### src/rtl/phy_cfg_pkg.sv
// Package: shared command type, opcodes and register constants for the
// PHY RMII configuration sequencer.
package phy_cfg_pkg;

    localparam int ADDR_W = 5;
    localparam int DATA_W = 16;
    localparam int OP_W   = 2;

    localparam logic [OP_W-1:0]   OP_WRITE = 2'b01;
    localparam logic [OP_W-1:0]   OP_READ  = 2'b10;

    localparam logic [ADDR_W-1:0] REG_PAGE_SEL = 5'd31;
    localparam logic [ADDR_W-1:0] REG_RMII_MODE = 5'd16;

    localparam logic [DATA_W-1:0] PAGE_RMII    = 16'h0007;
    localparam logic [DATA_W-1:0] PAGE_DEFAULT = 16'h0000;
    localparam logic [DATA_W-1:0] RMII_EXT_CLK = 16'h7FFB;

    typedef struct packed {
        logic [ADDR_W-1:0] regad;
        logic [DATA_W-1:0] data;
        logic [OP_W-1:0]   op;
    } mgmt_cmd_t;

    typedef enum logic [2:0] {
        SQ_IDLE,
        SQ_GATE,
        SQ_ISSUE,
        SQ_READ,
        SQ_SETTLE,
        SQ_DRAIN
    } seq_state_t;

endpackage

### src/rtl/phy_cfg_steps.sv
// Step table: maps a step index to the register command for that step.
// Steps 0..2 are the mandatory page-open / mode-write / page-close writes;
// steps 3..5 are the read-back pass. Assumes the caller never indexes past
// the last enabled step.
module phy_cfg_steps
    import phy_cfg_pkg::*;
#(
    parameter int STEP_W = 3
) (
    input  logic [STEP_W-1:0] step_i,
    output mgmt_cmd_t         cmd_o
);

    // Decode the step index into a register command.
    always_comb begin
        case (step_i)
            STEP_W'(0): cmd_o = '{REG_PAGE_SEL,  PAGE_RMII,    OP_WRITE};
            STEP_W'(1): cmd_o = '{REG_RMII_MODE, RMII_EXT_CLK, OP_WRITE};
            STEP_W'(2): cmd_o = '{REG_PAGE_SEL,  PAGE_DEFAULT, OP_WRITE};
            STEP_W'(3): cmd_o = '{REG_PAGE_SEL,  PAGE_RMII,    OP_WRITE};
            STEP_W'(4): cmd_o = '{REG_RMII_MODE, 16'h0000,     OP_READ};
            default:    cmd_o = '{REG_PAGE_SEL,  PAGE_DEFAULT, OP_WRITE};
        endcase
    end

endmodule

### src/rtl/phy_cfg_readback.sv
// Read-back comparator: flags a difference between returned register data
// and the expected mode value on the bits selected by MASK.
module phy_cfg_readback
    import phy_cfg_pkg::*;
#(
    parameter logic [DATA_W-1:0] EXPECT = RMII_EXT_CLK,
    parameter logic [DATA_W-1:0] MASK   = 16'hFFFF
) (
    input  logic [DATA_W-1:0] rd_data_i,
    output logic              mismatch_o
);

    // Masked inequality against the expected value.
    always_comb mismatch_o = ((rd_data_i ^ EXPECT) & MASK) != '0;

endmodule

### src/rtl/phy_rmii_cfg_seq.sv
// Top: runs the fixed RMII register program through an MDIO management
// controller. Assumes the controller raises busy on the accepting edge and
// keeps it high until any read result has been handed back.
module phy_rmii_cfg_seq
    import phy_cfg_pkg::*;
#(
    parameter logic [4:0] PHY_ADDR   = 5'd0,
    parameter bit         VERIFY     = 1'b1,
    parameter int         SYS_CLK_HZ = 50_000_000,
    parameter int         MDC_MAX_HZ = 2_500_000
) (
    input  logic        clk,
    input  logic        rst_n,
    input  logic        start_i,
    output logic        cmd_valid_o,
    input  logic        cmd_ready_i,
    output logic [4:0]  cmd_phy_o,
    output logic [4:0]  cmd_reg_o,
    output logic [15:0] cmd_data_o,
    output logic [1:0]  cmd_op_o,
    input  logic        mgmt_busy_i,
    input  logic [15:0] rd_data_i,
    input  logic        rd_valid_i,
    output logic        rd_ready_o,
    output logic [7:0]  prescale_o,
    output logic        done_o,
    output logic        error_o
);

    localparam int STEP_W    = 3;
    localparam int NSTEPS    = VERIFY ? 6 : 3;
    localparam logic [STEP_W-1:0] LAST_STEP = STEP_W'(NSTEPS - 1);
    localparam int DIV2      = 2 * MDC_MAX_HZ;
    localparam int PRESC_RAW = (SYS_CLK_HZ + DIV2 - 1) / DIV2 - 1;
    localparam int PRESC     = (PRESC_RAW > 255) ? 255 : ((PRESC_RAW < 0) ? 0 : PRESC_RAW);

    seq_state_t        state_q;
    logic [STEP_W-1:0] step_q;
    logic              done_q;
    logic              err_q;
    logic              miss_q;
    logic              mismatch;
    mgmt_cmd_t         cur_cmd;

    phy_cfg_steps #(.STEP_W(STEP_W)) u_steps (
        .step_i (step_q),
        .cmd_o  (cur_cmd)
    );

    generate
        if (VERIFY) begin : g_verify
            phy_cfg_readback #(.EXPECT(RMII_EXT_CLK), .MASK(16'hFFFF)) u_cmp (
                .rd_data_i  (rd_data_i),
                .mismatch_o (mismatch)
            );
        end else begin : g_no_verify
            logic unused_rd;
            assign unused_rd  = ^rd_data_i;
            assign mismatch   = 1'b0;
        end
    endgenerate

    // Sequencer: gate on busy, issue, wait for read data, drain, advance.
    always_ff @(posedge clk) begin
        if (!rst_n) begin
            state_q <= SQ_IDLE;
            step_q  <= '0;
            done_q  <= 1'b0;
            err_q   <= 1'b0;
            miss_q  <= 1'b0;
        end else begin
            case (state_q)
                SQ_IDLE: begin
                    if (start_i) begin
                        step_q  <= '0;
                        done_q  <= 1'b0;
                        err_q   <= 1'b0;
                        miss_q  <= 1'b0;
                        state_q <= SQ_GATE;
                    end
                end
                SQ_GATE: begin
                    if (!mgmt_busy_i) state_q <= SQ_ISSUE;
                end
                SQ_ISSUE: begin
                    if (cmd_ready_i)
                        state_q <= (cur_cmd.op == OP_READ) ? SQ_READ : SQ_SETTLE;
                end
                SQ_READ: begin
                    if (rd_valid_i) begin
                        miss_q  <= miss_q | mismatch;
                        state_q <= SQ_SETTLE;
                    end
                end
                SQ_SETTLE: state_q <= SQ_DRAIN;
                SQ_DRAIN: begin
                    if (!mgmt_busy_i) begin
                        if (step_q == LAST_STEP) begin
                            done_q  <= 1'b1;
                            err_q   <= miss_q;
                            state_q <= SQ_IDLE;
                        end else begin
                            step_q  <= step_q + 1'b1;
                            state_q <= SQ_ISSUE;
                        end
                    end
                end
                default: state_q <= SQ_IDLE;
            endcase
        end
    end

    // Port drive: command fields come straight from the step table.
    always_comb begin
        cmd_valid_o = (state_q == SQ_ISSUE);
        cmd_phy_o   = PHY_ADDR;
        cmd_reg_o   = cur_cmd.regad;
        cmd_data_o  = cur_cmd.data;
        cmd_op_o    = cur_cmd.op;
        rd_ready_o  = (state_q == SQ_READ);
        prescale_o  = 8'(PRESC);
        done_o      = done_q;
        error_o     = err_q;
    end

endmodule

### config.mk
export PLATFORM = sky130hd
export DESIGN_NAME = phy_rmii_cfg_seq
export DESIGN_NICKNAME = d
export VERILOG_FILES = /design/src/rtl/phy_cfg_pkg.sv /design/src/rtl/phy_cfg_steps.sv /design/src/rtl/phy_cfg_readback.sv /design/src/rtl/phy_rmii_cfg_seq.sv
export SDC_FILE = /design/constraint.sdc
export NUM_CORES = 1
export LEC_CHECK = 0
export ABC_AREA = 1
export BUFFER_PORTS_ARGS = -buffer_cell sky130_fd_sc_hd__buf_2
export CELL_PAD_IN_SITES_DETAIL_PLACEMENT = 1
export CELL_PAD_IN_SITES_GLOBAL_PLACEMENT = 2
export CORE_ASPECT_RATIO = 0.8
export CORE_MARGIN = 2
export CORE_UTILIZATION = 21
export DETAILED_ROUTE_END_ITERATION = 10
export PLACE_DENSITY = 0.86
export SLEW_MARGIN = 20
export SYNTH_ARGS = -nofsm -noshare
export SYNTH_HDL_FRONTEND = slang
export SYNTH_SLANG_ARGS = --single-unit
### constraint.sdc
create_clock -name clk -period 3.94 [get_ports clk]
set_input_delay 0.197 -clock clk [delete_from_list [all_inputs] [get_ports clk]]
set_output_delay 0.197 -clock clk [all_outputs]
set_load 0.05 [all_outputs]
==> results.md <==
- Number of cells after detailed placement: 233
- Leading cell types in the layout, fill and taps excluded: sky130_fd_sc_hd__buf_2, sky130_fd_sc_hd__nand2_1, sky130_fd_sc_hd__inv_1
- Root buffer selected by CTS: sky130_fd_sc_hd__clkbuf_8
- Number of diodes added for antenna fixing: 0
- GP Congestion: 0.735
- Critical setup path kind: flop to output pin
- Clock Skew: 0.00480 ns
- Mapped Cells: 148
- Type of the tightest min-delay check: primary input to flop
- Count of input and output buffers: 46
- Clock slew seen by the registers of the worst setup and hold paths: 0.05 ns
- Number of global-route vias before repair: 872
- CTS tree: yes
- Drt initial violations: 28
- Detailed-router iteration count before antenna repair: 4
- Resized cells post-CTS: 0
- Synth-to-Final Area Change: 16.6%
- Die span in x: 79.4 µm
- Sinks on the clock net: 9
- CTS Hold Buffers Added: 0
- Crit path largest cell delay: 0.45 ns
- Initial Util: 22.3%
- Most numerous cell on the critical path: sky130_fd_sc_hd__inv_1
- Cell variety after synth: 21
- Count of standard-cell rows: 21
- Latest clock arrival within the worst-skew pair: 0.23 ns
- Routed wirelength normalized by instance count: 9.30 µm
- Number of buffers on the longest clock path: 2
- Final Hold Viols: 0
- Avg Synthesized Cell Area: 6.46 µm²
- Most common cell after layout, fill and taps aside: sky130_fd_sc_hd__buf_2
- RSZ-0062 raised after global routing: no
- Cell area after technology mapping: 956 µm²
- Endpoint class of the critical path: output pin
- Filler-free cell count of the finished design: 237
- HPWL after detailed placement: 1970 µm
- Fin. max-slew vios: 0
- Routed vias: 893
- Die area: 0.00511 mm²
- Vert. Die Dim: 64.3 µm
- Filler cell count: 573
- Remaining antenna violation count after routing: 0
- Maximum number of pins on one net before global-route repair: 14
- Critical Path AT: 1.78 ns
- Post-layout nets: 207
- Maximum level of the CTS H-tree: 1
- Buffer count from post-CTS setup fixing: 0
- TNS Setup: 0 ns
- Overall global routing resource usage: 9.14%
- Final setup vio count: 0
- Global-route wire length before repair: 3800 µm
- Ratio of routed vias to standard cells: 3.77
- Share of final-layout standard cells stronger than drive strength 1: 37.8%
- Worst-path cell chain: inv_1, ha_1, inv_1, nor2_1, nor2_2, inv_1, buf_2
- DRC: 0
- Run status: finished, final reports clean
- Critical path startpoint category: flop
- Worst Max-Slew Pin Slew: 0.585 ns
- Post-synthesis sequential element count: 9
- Number of CTS-inserted buffers: 3
- Antenna violations before repair: 0
- Maximum fanout along the worst path: 13
- Max stage delay cell, worst path: sky130_fd_sc_hd__nor2_1
- Relative slew slack: 60.8%
- Required time of the critical path: 3.74 ns
- Max Clock Freq: 506 MHz
- Portion of the post-synthesis area used by sequential elements: 18.8%
- Final clock period utilization by the worst path: 50.2%
- Final WL: 2210 µm
- Top-level port count: 62
- Time the final worst path needs with I/O delays and setup: 1.98 ns
- Count of maximum capacitance violations: 0
- Remaining Overflow, GRT: 0
- Total number of yosys warnings: 0
- Placeable core area: 0.00428 mm²
through the flow:
| step | util [%] | worst slack [ns] | area, µm² | hold slack, ns |
|---|---|---|---|---|
| floorplan | - | 1.32 | 1000 | 0.339 |
| global placement | 25.0 | 2.22 | 1070 | 0.462 |
| detailed placement | 25.0 | 2.18 | 1070 | 0.468 |
| CTS | 26.0 | 1.93 | 1110 | 0.246 |
| global route | 26.0 | 1.77 | 1110 | 0.288 |
| finish | 26.0 | 1.96 | 1110 | 0.252 |
final timing paths:
kind	from	to	slack, ns	depth (start not counted)
worst max-delay path	step_q[1]	cmd_data_o[1]	1.96	7
worst min-delay path	rst_n	miss_q	0.25	3
worst max register to register	step_q[1]	state_q[2]	2.29	10
worst min register to register	done_o	done_o	0.48	2
layer usage:
| layer | track usage (%) | up-vias | part of all wire [%] |
|---|---|---|---|
| li1 | - | 477 | - |
| met1 | 11.3 | 393 | 46 |
| met2 | 15.5 | 21 | 48 |
| met3 | 3.25 | 2 | 6.4 |
| met4 | 1.29 | 0 | 0.18 |
| met5 | 0 | - | 0 |
registers in the layout, summed over array words and instances (netlist names):
register and count:
done_o 1, step_q 3, miss_q 1, error_o 1
state_q 3
cell type report:
cell class	instances	area [µm²]	share of cell area, %
Inverter	23	86.3	7.74
Timing Repair Buffer	46	230	20.7
Sequential cell	9	180	16.2
Tap cell	57	71.3	6.40
Multi-Input combinational cell	98	502	45.0
Clock buffer	4	45.0	4.04
worst max-delay path: cells and delay by family, from the launching register on:
family	cells	cell delay, ns
AND/OR/NAND/NOR	2	0.58
buffers and inverters	4	0.48
flip-flops	1	0.32
adder cells (fa/ha/maj)	1	0.16
cell families after synthesis:
kind of cell,Yosys count,synth area share (%)
and+or+nand+nor,63,31.2
buffers and inverters,54,33.8
AOI/OAI and AO/OA,16,10.2
DFF,9,18.8
adders and majority gates,4,5.24
other,2,0.786
Yosys cell counts:
library cell	number	share of area, %
sky130_fd_sc_hd__a21oi_1	7	3.7
sky130_fd_sc_hd__a21oi_4	1	1.7
sky130_fd_sc_hd__buf_4	30	24
sky130_fd_sc_hd__buf_6	1	1.2
sky130_fd_sc_hd__conb_1	2	0.79
sky130_fd_sc_hd__dfxtp_1	9	19
sky130_fd_sc_hd__ha_1	4	5.2
sky130_fd_sc_hd__inv_1	17	6.7
sky130_fd_sc_hd__inv_2	6	2.4
sky130_fd_sc_hd__nand2_1	30	12
sky130_fd_sc_hd__nand2_2	3	2.0
sky130_fd_sc_hd__nand3_1	3	1.6
sky130_fd_sc_hd__nand3_2	3	3.1
sky130_fd_sc_hd__nand3b_1	1	0.79
sky130_fd_sc_hd__nand4_1	6	3.9
sky130_fd_sc_hd__nor2_1	12	4.7
sky130_fd_sc_hd__nor2_2	5	3.3
sky130_fd_sc_hd__o211ai_1	1	0.79
sky130_fd_sc_hd__o21ai_0	3	1.6
sky130_fd_sc_hd__o21ai_1	3	1.6
sky130_fd_sc_hd__o21ai_2	1	0.92
Power is not shown: default switching activity piles up to over one toggle a cycle in this logic, so the estimate is an artifact.
